File: src/rtl/trace_pkg.sv
package trace_pkg;
  typedef enum logic [2:0] {
    SEL_VALID  = 3'd0,
    SEL_DATA   = 3'd1,
    SEL_WIDTH  = 3'd2,
    SEL_COUNT  = 3'd3,
    CMD_START  = 3'd4,
    CMD_STOP   = 3'd5,
    SEL_OFFSET = 3'd6,
    SEL_NONE   = 3'd7
  } host_code_e;

  typedef enum logic [1:0] {
    ST_IDLE,
    ST_DELAY,
    ST_REC,
    ST_DONE
  } cap_state_e;
endpackage

File: src/rtl/trace_ctrl.sv
module trace_ctrl
  import trace_pkg::*;
#(
  parameter int CNT_W = 32
) (
  input  logic             clk,
  input  logic             rst_n,
  input  logic             start_i,
  input  logic             stop_i,
  input  logic [CNT_W-1:0] arg_i,
  input  logic             full_i,
  output logic             rec_o,
  output logic             done_o,
  output logic [CNT_W-1:0] offset_o
);
  cap_state_e       state_q;
  logic [CNT_W-1:0] dly_q, stp_q;
  logic             stp_arm_q;
  logic             stp_exp;

  assign stp_exp = stp_arm_q && (stp_q == '0) && !stop_i;

  always_ff @(posedge clk) begin
    if (!rst_n) begin
      stp_arm_q <= 1'b0;
      stp_q     <= '0;
    end else if (stop_i) begin
      stp_arm_q <= 1'b1;
      stp_q     <= arg_i;
    end else if (stp_arm_q) begin
      if (stp_q == '0) stp_arm_q <= 1'b0;
      else             stp_q     <= stp_q - 1'b1;
    end
  end

  always_ff @(posedge clk) begin
    if (!rst_n) begin
      state_q  <= ST_IDLE;
      dly_q    <= '0;
      offset_o <= '0;
    end else if (start_i) begin
      state_q  <= ST_DELAY;
      dly_q    <= arg_i;
      offset_o <= arg_i;
    end else begin
      case (state_q)
        ST_DELAY: begin
          if (stp_exp)              state_q <= ST_DONE;
          else if (dly_q == '0)     state_q <= ST_REC;
          else                      dly_q   <= dly_q - 1'b1;
        end
        ST_REC: if (stp_exp || full_i) state_q <= ST_DONE;
        default: ;
      endcase
    end
  end

  assign rec_o  = (state_q == ST_REC);
  assign done_o = (state_q == ST_DONE);

  AST_DONE_HOLDS: assert property (@(posedge clk) disable iff (!rst_n)
    (done_o && !start_i) |=> done_o);
  AST_REC_FROM_DELAY: assert property (@(posedge clk) disable iff (!rst_n)
    (!rec_o ##1 rec_o) |-> ($past(state_q) == ST_DELAY));
endmodule

File: src/rtl/trace_store.sv
module trace_store #(
  parameter int PROBE_W = 72,
  parameter int DEPTH   = 16,
  parameter int DELTA_W = 8
) (
  input  logic               clk,
  input  logic               rst_n,
  input  logic               clr_i,
  input  logic               rec_i,
  input  logic [PROBE_W-1:0] probe_i,
  input  logic [$clog2(DEPTH+1)-1:0] rd_addr_i,
  output logic [$clog2(DEPTH+1)-1:0] count_o,
  output logic               full_o,
  output logic [DELTA_W-1:0] rd_delta_o,
  output logic [PROBE_W-1:0] rd_probe_o
);
  localparam int CW = $clog2(DEPTH+1);
  localparam int AW = (DEPTH > 1) ? $clog2(DEPTH) : 1;
  localparam logic [DELTA_W-1:0] DMAX = {DELTA_W{1'b1}};

  logic [PROBE_W-1:0] pmem [DEPTH];
  logic [DELTA_W-1:0] dmem [DEPTH];
  logic [PROBE_W-1:0] last_q;
  logic [DELTA_W-1:0] delta_q;
  logic               first_q;
  logic               take;
  logic [AW-1:0]      wr_idx, rd_idx;

  assign full_o = (count_o == CW'(DEPTH));
  assign take   = rec_i && !full_o &&
                  (first_q || (probe_i != last_q) || (delta_q == DMAX));
  assign wr_idx = count_o[AW-1:0];
  assign rd_idx = rd_addr_i[AW-1:0];

  always_ff @(posedge clk) begin
    if (!rst_n) begin
      count_o <= '0;
      delta_q <= '0;
      first_q <= 1'b1;
      last_q  <= '0;
    end else if (clr_i) begin
      count_o <= '0;
      delta_q <= '0;
      first_q <= 1'b1;
    end else if (take) begin
      count_o <= count_o + 1'b1;
      delta_q <= '0;
      first_q <= 1'b0;
      last_q  <= probe_i;
    end else if (rec_i && !full_o) begin
      delta_q <= delta_q + 1'b1;
    end
  end

  always_ff @(posedge clk) begin
    if (take && !clr_i) begin
      pmem[wr_idx] <= probe_i;
      dmem[wr_idx] <= delta_q;
    end
  end

  assign rd_probe_o = (rd_addr_i < CW'(DEPTH)) ? pmem[rd_idx] : '0;
  assign rd_delta_o = (rd_addr_i < CW'(DEPTH)) ? dmem[rd_idx] : '0;

  AST_COUNT_BOUND: assert property (@(posedge clk) disable iff (!rst_n)
    count_o <= CW'(DEPTH));
  AST_CHANGE_STORES: assert property (@(posedge clk) disable iff (!rst_n)
    (rec_i && !full_o && !clr_i && !first_q && probe_i != last_q)
      |=> count_o == $past(count_o) + 1'b1);
  AST_SAT_RESTART: assert property (@(posedge clk) disable iff (!rst_n)
    (rec_i && !full_o && !clr_i && delta_q == DMAX) |=> delta_q == '0);
endmodule

File: src/rtl/trace_readout.sv
module trace_readout
  import trace_pkg::*;
#(
  parameter int PROBE_W = 72,
  parameter int DEPTH   = 16,
  parameter int DELTA_W = 8,
  parameter int CNT_W   = 32
) (
  input  logic               clk,
  input  logic               rst_n,
  input  logic               clr_i,
  input  logic               sel_wr_i,
  input  logic [2:0]         sel_i,
  input  logic               rd_i,
  input  logic               done_i,
  input  logic [$clog2(DEPTH+1)-1:0] count_i,
  input  logic [CNT_W-1:0]   offset_i,
  input  logic [DELTA_W-1:0] delta_i,
  input  logic [PROBE_W-1:0] probe_i,
  output logic [$clog2(DEPTH+1)-1:0] rd_addr_o,
  output logic [63:0]        rdata_o
);
  localparam int CW = $clog2(DEPTH+1);
  localparam int FW = (PROBE_W + 63) / 64;
  localparam int WW = $clog2(FW + 1);

  host_code_e          sel_q;
  logic [WW-1:0]       word_q;
  logic [CW-1:0]       frame_q;
  logic                avail;
  logic [FW*64-1:0]    padded;
  logic [63:0]         data_word;
  int                  wsel;

  assign avail     = done_i && (frame_q < count_i);
  assign rd_addr_o = frame_q;
  assign padded    = (FW*64)'(probe_i);
  assign wsel      = (word_q == '0) ? 0 : (int'(word_q) - 1);
  assign data_word = padded[wsel*64 +: 64];

  always_ff @(posedge clk) begin
    if (!rst_n) sel_q <= SEL_VALID;
    else if (sel_wr_i) sel_q <= host_code_e'(sel_i);
  end

  always_ff @(posedge clk) begin
    if (!rst_n || clr_i) begin
      frame_q <= '0;
      word_q  <= '0;
    end else if (rd_i && sel_q == SEL_DATA && avail) begin
      if (word_q == WW'(FW)) begin
        word_q  <= '0;
        frame_q <= frame_q + 1'b1;
      end else begin
        word_q <= word_q + 1'b1;
      end
    end
  end

  always_comb begin
    case (sel_q)
      SEL_VALID:  rdata_o = {63'd0, avail};
      SEL_DATA:   rdata_o = !avail ? 64'd0 :
                            (word_q == '0) ? 64'(delta_i) : data_word;
      SEL_WIDTH:  rdata_o = 64'(PROBE_W);
      SEL_COUNT:  rdata_o = 64'(count_i);
      SEL_OFFSET: rdata_o = 64'(offset_i);
      default:    rdata_o = 64'd0;
    endcase
  end

  AST_FRAME_BOUND: assert property (@(posedge clk) disable iff (!rst_n)
    frame_q <= count_i);
  AST_WORD_BOUND: assert property (@(posedge clk) disable iff (!rst_n)
    word_q <= WW'(FW));
  AST_NO_STROBE_HOLDS: assert property (@(posedge clk) disable iff (!rst_n)
    (!rd_i && !clr_i) |=> ($stable(frame_q) && $stable(word_q)));
endmodule

File: src/rtl/trace_capture_unit.sv
module trace_capture_unit
  import trace_pkg::*;
#(
  parameter int PROBE_W = 72,
  parameter int DEPTH   = 16,
  parameter int DELTA_W = 8,
  parameter int CNT_W   = 32
) (
  input  logic               clk,
  input  logic               rst_n,
  input  logic [PROBE_W-1:0] probe_i,
  input  logic               host_wr_i,
  input  logic [63:0]        host_wdata_i,
  input  logic               host_rd_i,
  output logic [63:0]        host_rdata_o
);
  localparam int CW = $clog2(DEPTH+1);

  host_code_e         code;
  logic [CNT_W-1:0]   arg;
  logic               start, stop, sel_wr;
  logic               rec, done, full;
  logic [CNT_W-1:0]   offset;
  logic [CW-1:0]      count, rd_addr;
  logic [DELTA_W-1:0] rd_delta;
  logic [PROBE_W-1:0] rd_probe;
  logic               unused_hi;

  assign code      = host_code_e'(host_wdata_i[2:0]);
  assign arg       = host_wdata_i[3 +: CNT_W];
  assign unused_hi = ^host_wdata_i[63:3+CNT_W];
  assign start     = host_wr_i && (code == CMD_START);
  assign stop      = host_wr_i && (code == CMD_STOP);
  assign sel_wr    = host_wr_i && !start && !stop;

  trace_ctrl #(.CNT_W(CNT_W)) u_ctrl (
    .clk(clk), .rst_n(rst_n), .start_i(start), .stop_i(stop), .arg_i(arg),
    .full_i(full), .rec_o(rec), .done_o(done), .offset_o(offset)
  );

  trace_store #(.PROBE_W(PROBE_W), .DEPTH(DEPTH), .DELTA_W(DELTA_W)) u_store (
    .clk(clk), .rst_n(rst_n), .clr_i(start), .rec_i(rec), .probe_i(probe_i),
    .rd_addr_i(rd_addr), .count_o(count), .full_o(full),
    .rd_delta_o(rd_delta), .rd_probe_o(rd_probe)
  );

  trace_readout #(.PROBE_W(PROBE_W), .DEPTH(DEPTH), .DELTA_W(DELTA_W), .CNT_W(CNT_W)) u_readout (
    .clk(clk), .rst_n(rst_n), .clr_i(start), .sel_wr_i(sel_wr),
    .sel_i(host_wdata_i[2:0]), .rd_i(host_rd_i), .done_i(done),
    .count_i(count), .offset_i(offset), .delta_i(rd_delta), .probe_i(rd_probe),
    .rd_addr_o(rd_addr), .rdata_o(host_rdata_o)
  );

  AST_FULL_ENDS: assert property (@(posedge clk) disable iff (!rst_n)
    (rec && full && !start) |=> done);
endmodule

File: config.mk
export PLATFORM = sky130hd
export DESIGN_NAME = trace_capture_unit
export DESIGN_NICKNAME = d
export VERILOG_FILES = /design/src/rtl/trace_pkg.sv /design/src/rtl/trace_ctrl.sv /design/src/rtl/trace_store.sv /design/src/rtl/trace_readout.sv /design/src/rtl/trace_capture_unit.sv
export SDC_FILE = /design/constraint.sdc
export NUM_CORES = 2
export LEC_CHECK = 0
export BUFFER_PORTS_ARGS = -buffer_cell sky130_fd_sc_hd__buf_2
export CAP_MARGIN = 5
export CORE_UTILIZATION = 56
export DETAILED_ROUTE_END_ITERATION = 6
export GPL_TIMING_DRIVEN = 0
export PLACE_DENSITY = 0.74
export SKIP_CTS_REPAIR_TIMING = 1
export SLEW_MARGIN = 20
export SYNTH_ARGS = -nofsm -noshare
export SYNTH_HDL_FRONTEND = slang
export SYNTH_SLANG_ARGS = --single-unit
File: constraint.sdc
create_clock -name clk -period 4.85 [get_ports clk]
set_clock_uncertainty 0.05 [all_clocks]
set_input_delay 0.7275 -clock clk [delete_from_list [all_inputs] [get_ports clk]]
set_output_delay 0.7275 -clock clk [all_outputs]
set_load 0.005 [all_outputs]
After elaboration in Yosys (flattened, before gate mapping)
Memory sizes are Yosys's and may differ from the RTL's. A register that Yosys moved wholly into a read port is not among the register bits.
Cells that the tools add are included.
- bits in writable memories: 1280
- word-level logic and storage cells: 111
- memories kept: 2
- bits in registers: 195
- bits of input ports: 140
- output and inout port bits: 64
- memory list (memory ; depth ; bits a word ; read ports ; clocked after Yosys merged registers in ; wr ports ; RTL line ; RTL):
    u_store.pmem ; 16 ; 72 ; 1 ; 1 ; 1 ; trace_store.sv:21 ; logic [PROBE_W-1:0] pmem [DEPTH];
    u_store.dmem ; 16 ; 8 ; 1 ; 1 ; 1 ; trace_store.sv:22 ; logic [DELTA_W-1:0] dmem [DEPTH];
- magnitude comparators: 2
- reductions and logical operators: 36
- bitwise operators: 2
- $add $sub $neg: 7
- equal/unequal tests: 20
- shift operators: 1
- mux-type cells: 28
- operators by type and width (kind ; count):
    $pmux W64 S5 ; 1
    $mux W32 ; 7
    $mux W64 ; 2
    $shiftx A128 B32 Y64 ; 1
    $mux W72 ; 1
    $ne A72 B72 Y1 ; 1
    $logic_not A32 Y1 ; 2
    $sub A32 B1 Y32 const B ; 2
    $mux W26 ; 1
    $mux W4 ; 4
    $logic_and A1 B1 Y1 ; 12
    $add A5 B1 Y5 const B ; 2
    $eq A3 B3 Y1 const B ; 3
    $reduce_and A3 Y1 ; 3
    $add A8 B1 Y8 const B ; 1
    $eq A8 B8 Y1 const B ; 1
    $mux W2 ; 4
    $mux W8 ; 1
    $eq A2 B2 Y1 const B ; 3
    $eq A3 B2 Y1 const B ; 2
    $mux W1 ; 6
    $ne A2 B1 Y1 const B ; 3
    $reduce_and A2 Y1 ; 3
    $reduce_bool A2 Y1 ; 3
    20 further kinds ; 27

Logic depth before layout (Yosys ltp)
- word-level depth: 8
- depth in mapped cells: 11
- mapped depth without buffers: 9

By module
A second synthesis with hierarchy kept.
- cells, all modules: 3223
- area total of the unflattened synthesis: 59584.6 um^2
- modules (own cells, without submodules) (module ; instances ; area an instance (um^2) ; cells an instance ; seq. area each (um^2)):
    trace_store ; 1 ; 52756.8 ; 2404 ; 40158.5
    trace_ctrl ; 1 ; 5255.0 ; 611 ; 1981.9
    trace_readout ; 1 ; 1539.0 ; 204 ; 200.2
    trace_capture_unit ; 1 ; 33.8 ; 4 ; 0.0

Worst setup path before layout
OpenSTA, ideal clock, no wires.
- kind: reg-to-reg
- start point: register u_store.delta_q[0]
- end point: memory u_store.dmem[4][0], enable pin
- stages on the path, launching flop included: 10
- setup time: 448 ps
- data arrival time: 4001 ps
- clock period less this slack: 4498 ps
- path slack: 352 ps
- buffers on the path: 2
- required time: 4352 ps
- cell sequence: dfxtp_1 > ha_1 > nand3_1 > o2111ai_1 > nor4_4 > a21oi_2 > and2_1 > buf_2 > clkbuf_1 > and3_1
- word-level cells in the longest chain between the ends: 6
- RTL lines (item ; RTL line ; RTL):
    start, declared ; trace_store.sv:24 ; logic [DELTA_W-1:0] delta_q;
    start signal, assigned ; trace_store.sv:51 ; delta_q <= delta_q + 1'b1;
    $eq A8 B8 Y1 ; trace_store.sv:31 ; (first_q || (probe_i != last_q) || (delta_q == DMAX));
    $logic_or A1 B1 Y1 ; trace_store.sv:31 ;
    $logic_and A1 B1 Y1 ; trace_store.sv:30 ; assign take = rec_i && !full_o &&
    $logic_and A1 B1 Y1 ; trace_store.sv:56 ; if (take && !clr_i) begin
    $mux W1 ; trace_store.sv:56 ;
    $mux W1 (implied by the code) ; trace_store.sv:58 ; dmem[wr_idx] <= delta_q;
    end, declared ; trace_store.sv:22 ;
No other way between the ends.

==> out/summary.txt <==
Status - finished clean
Final Critical Period - 4791 ps
Worst Path Required - 4070 ps
Post-synthesis sequential area ratio - 72.14%
Area Growth Syn to Fin - 14.37%
Gr ovfl total - 0
Area leader, netlist - edfxtp_1
Top_reg_cell synth - edfxtp_1
DR WL/cell - 31.36 µm
Area of the multi-input gates - 0.01561 mm²
WL final - 158700 µm
Synth warn - 0
Worst-path clk slew - 60 ps
EDFF count, synth - 1280
Syn_nets - 3352
CORE AREA - 0.1038 mm²
Avg Vias per Cell - 6.515
Cell with the most instances after synthesis - edfxtp_1
Syn Area/Cell - 18.41 µm²
Max incr delay on CP - 590 ps
Layout cells sized above 1 - 25.59%
Pwr/cell area - 454.1 mW/mm²
Largest cells by area after synthesis - edfxtp_1 (65%), mux4_2 (15%), dfxtp_1 (6.8%)
Hold Crit Class - in2reg
Post-route ant nets - 0
Initial core utilization - 56.66%
Htree depth - 4
Crit end category - primary output
Vias - 32973
Die width - 326.1 µm
# IOs - 204
Final Setup Violations - 0
Die Y - 326.1 µm
IO buf count - 173
Initial antenna violation count - 16
Fmax - 0.2087 GHz
DRT iter0 DRCs - 4286
Crit-path cells - clkbuf_1 > clkbuf_2 > clkbuf_2 > mux4_2 > mux4_2 > a21oi_1 > o21ai_0 > buf_2
CTS tree - built
Peak VDD IR - 0.6157 mV
Final period util - 98.79%
Num rows - 118
Max-cap violations - 0
Mapped Area - 0.05881 mm²
Measured slew at the worst slew-check pin - 1130 ps
Die footprint - 0.1063 mm²
Synth async-reset ratio - 0%
Dpl hpwl - 97020 µm
Hold WS - 206.3 ps
WP data arrival - 4010 ps
Setup TNS - 0 ps
All-Layer GR Usage - 30.20%
Total CTS buffers - 148
Bufs on Longest Clock Path - 3
TritonCTS Sinks - 1479
Slew HR - 24.69%
Hold Violations, Final - 0
DRC Markers - 0
Fin. max-slew vios - 0
First-pass GRT wire length - 228100 µm
GPL Wtd Cong - 0.9495
Post-synthesis sequential element count - 1479
Syn Inst Count - 3195
RSZ-0062 raised after global routing - false
TritonRoute pass-1 iters - 5
Worst setup SP type - flip-flop
Vias in the first global route - 32719
Post-synthesis cell type count - 66
Fillers - 6798
Leak Pwr - 21.69 nW
Post-synth top cells - edfxtp_1 (1280), mux4_2 (397), nand2_1 (272)
# nets final - 3711
Worst-Skew Late Latency - 770 ps
Register area - 0.04243 mm²
Crit path kind - reg2out
Largest net degree at the start of global routing - 39
Critical Path Fanout Max - 10
Share of the synthesized area in the top cell type - 65.36%
Final Util - 64.80%
CTS Root Cell - clkbuf_16
Worst path slowest cell - mux4_2
-- final cells by class --
| type | instances | share of cell area, % |
|---|---|---|
| sequential | 1479 | 63.08 |
| multi-input combinational | 1498 | 23.21 |
| clock buffer | 193 | 5.931 |
| timing repair buffer | 211 | 2.595 |
| tap | 1380 | 2.567 |
| buffer | 180 | 1.213 |
| clock inverter | 77 | 1.178 |
| inverter | 36 | 0.2009 |
| antenna | 7 | 0.02604 |
-- worst max-delay path, delay by kind of cell (launching register included) --
family          cells  cell delay, ps
compound gates      2             570
buf+inv             4            1210
flops               1             310
mux                 2            1140
-- routing by layer --
metal	GRT usage, %	vias to the layer above	share of wire, %
li1	-	13570	-
met1	41.54	16972	38
met2	48.17	2077	48
met3	6.674	332	11
met4	10.46	22	3.2
met5	0	-	0.089
-- state kept, by name, summed over array words and instances, names as in the netlist, 2 cells and up, named ones only --
signal / count
u_ctrl.dly_q: 32
u_ctrl.offset_o: 32
u_ctrl.state_q: 2
u_ctrl.stp_q: 32
u_readout.rd_addr_o: 5
u_readout.sel_q: 3
u_readout.word_q: 2
u_store.count_o: 5
u_store.delta_q: 8
u_store.dmem: 128
u_store.last_q: 72
u_store.pmem: 1152
-- final timing paths --
kind | from | endpoint | slack [ps] | cells past startpoint
worst max-delay path | flip-flop | host_rdata_o[6] | 60 | 8
worst min register to register | u_ctrl.offset_o[23] | u_ctrl.offset_o[23] | 410 | 2
worst max register to register | u_store.delta_q[1] | u_store.pmem[1][47] | 210 | 11
worst min-delay path | host_wdata_i[30] | u_ctrl.offset_o[27] | 210 | 3
-- metrics by stage --
stage / cells / cell area, µm² / worst slack, ps / total power [mW]
finish: 5061 / 67260 / 58.87 / 30.54
global route: 5055 / 67240 / 8.138 / 31.52
CTS: 5054 / 67140 / -935.3 / 30.50
detailed placement: 4784 / 62360 / -95.63 / 19.31
global placement: 4748 / 61400 / -3030 / 19.22
floorplan: 3195 / 58810 / 351.8 / 17.95
-- cell families after synthesis --
group / synth area share, %
adder cells (fa/ha/maj): 0.3617
XOR/XNOR: 1.296
AND/OR/NAND/NOR: 5.017
buffers and inverters: 1.498
multiplexers: 16.72
AO/OA/AOI/OAI: 2.972
flip-flops: 72.14
-- placed cells by master, fill, tap and decap left out, drive strengths merged, types with 46 or more instances in the layout --
cell and n:
a21oi 108, and3 51, buf 253, clkbuf 329, clkinv 46, dfxtp 199, edfxtp 1280, mux2i 89
mux4 397, nand2 272, nor2 118, o21ai 62, xor2 50
-- power breakdown --
part           switching, mW  internal [mW]
sequential             0.359           14.3
combinational           2.87           1.67
clock                   4.81           6.52
No activity file was read; power rests on OpenSTA's default activity.
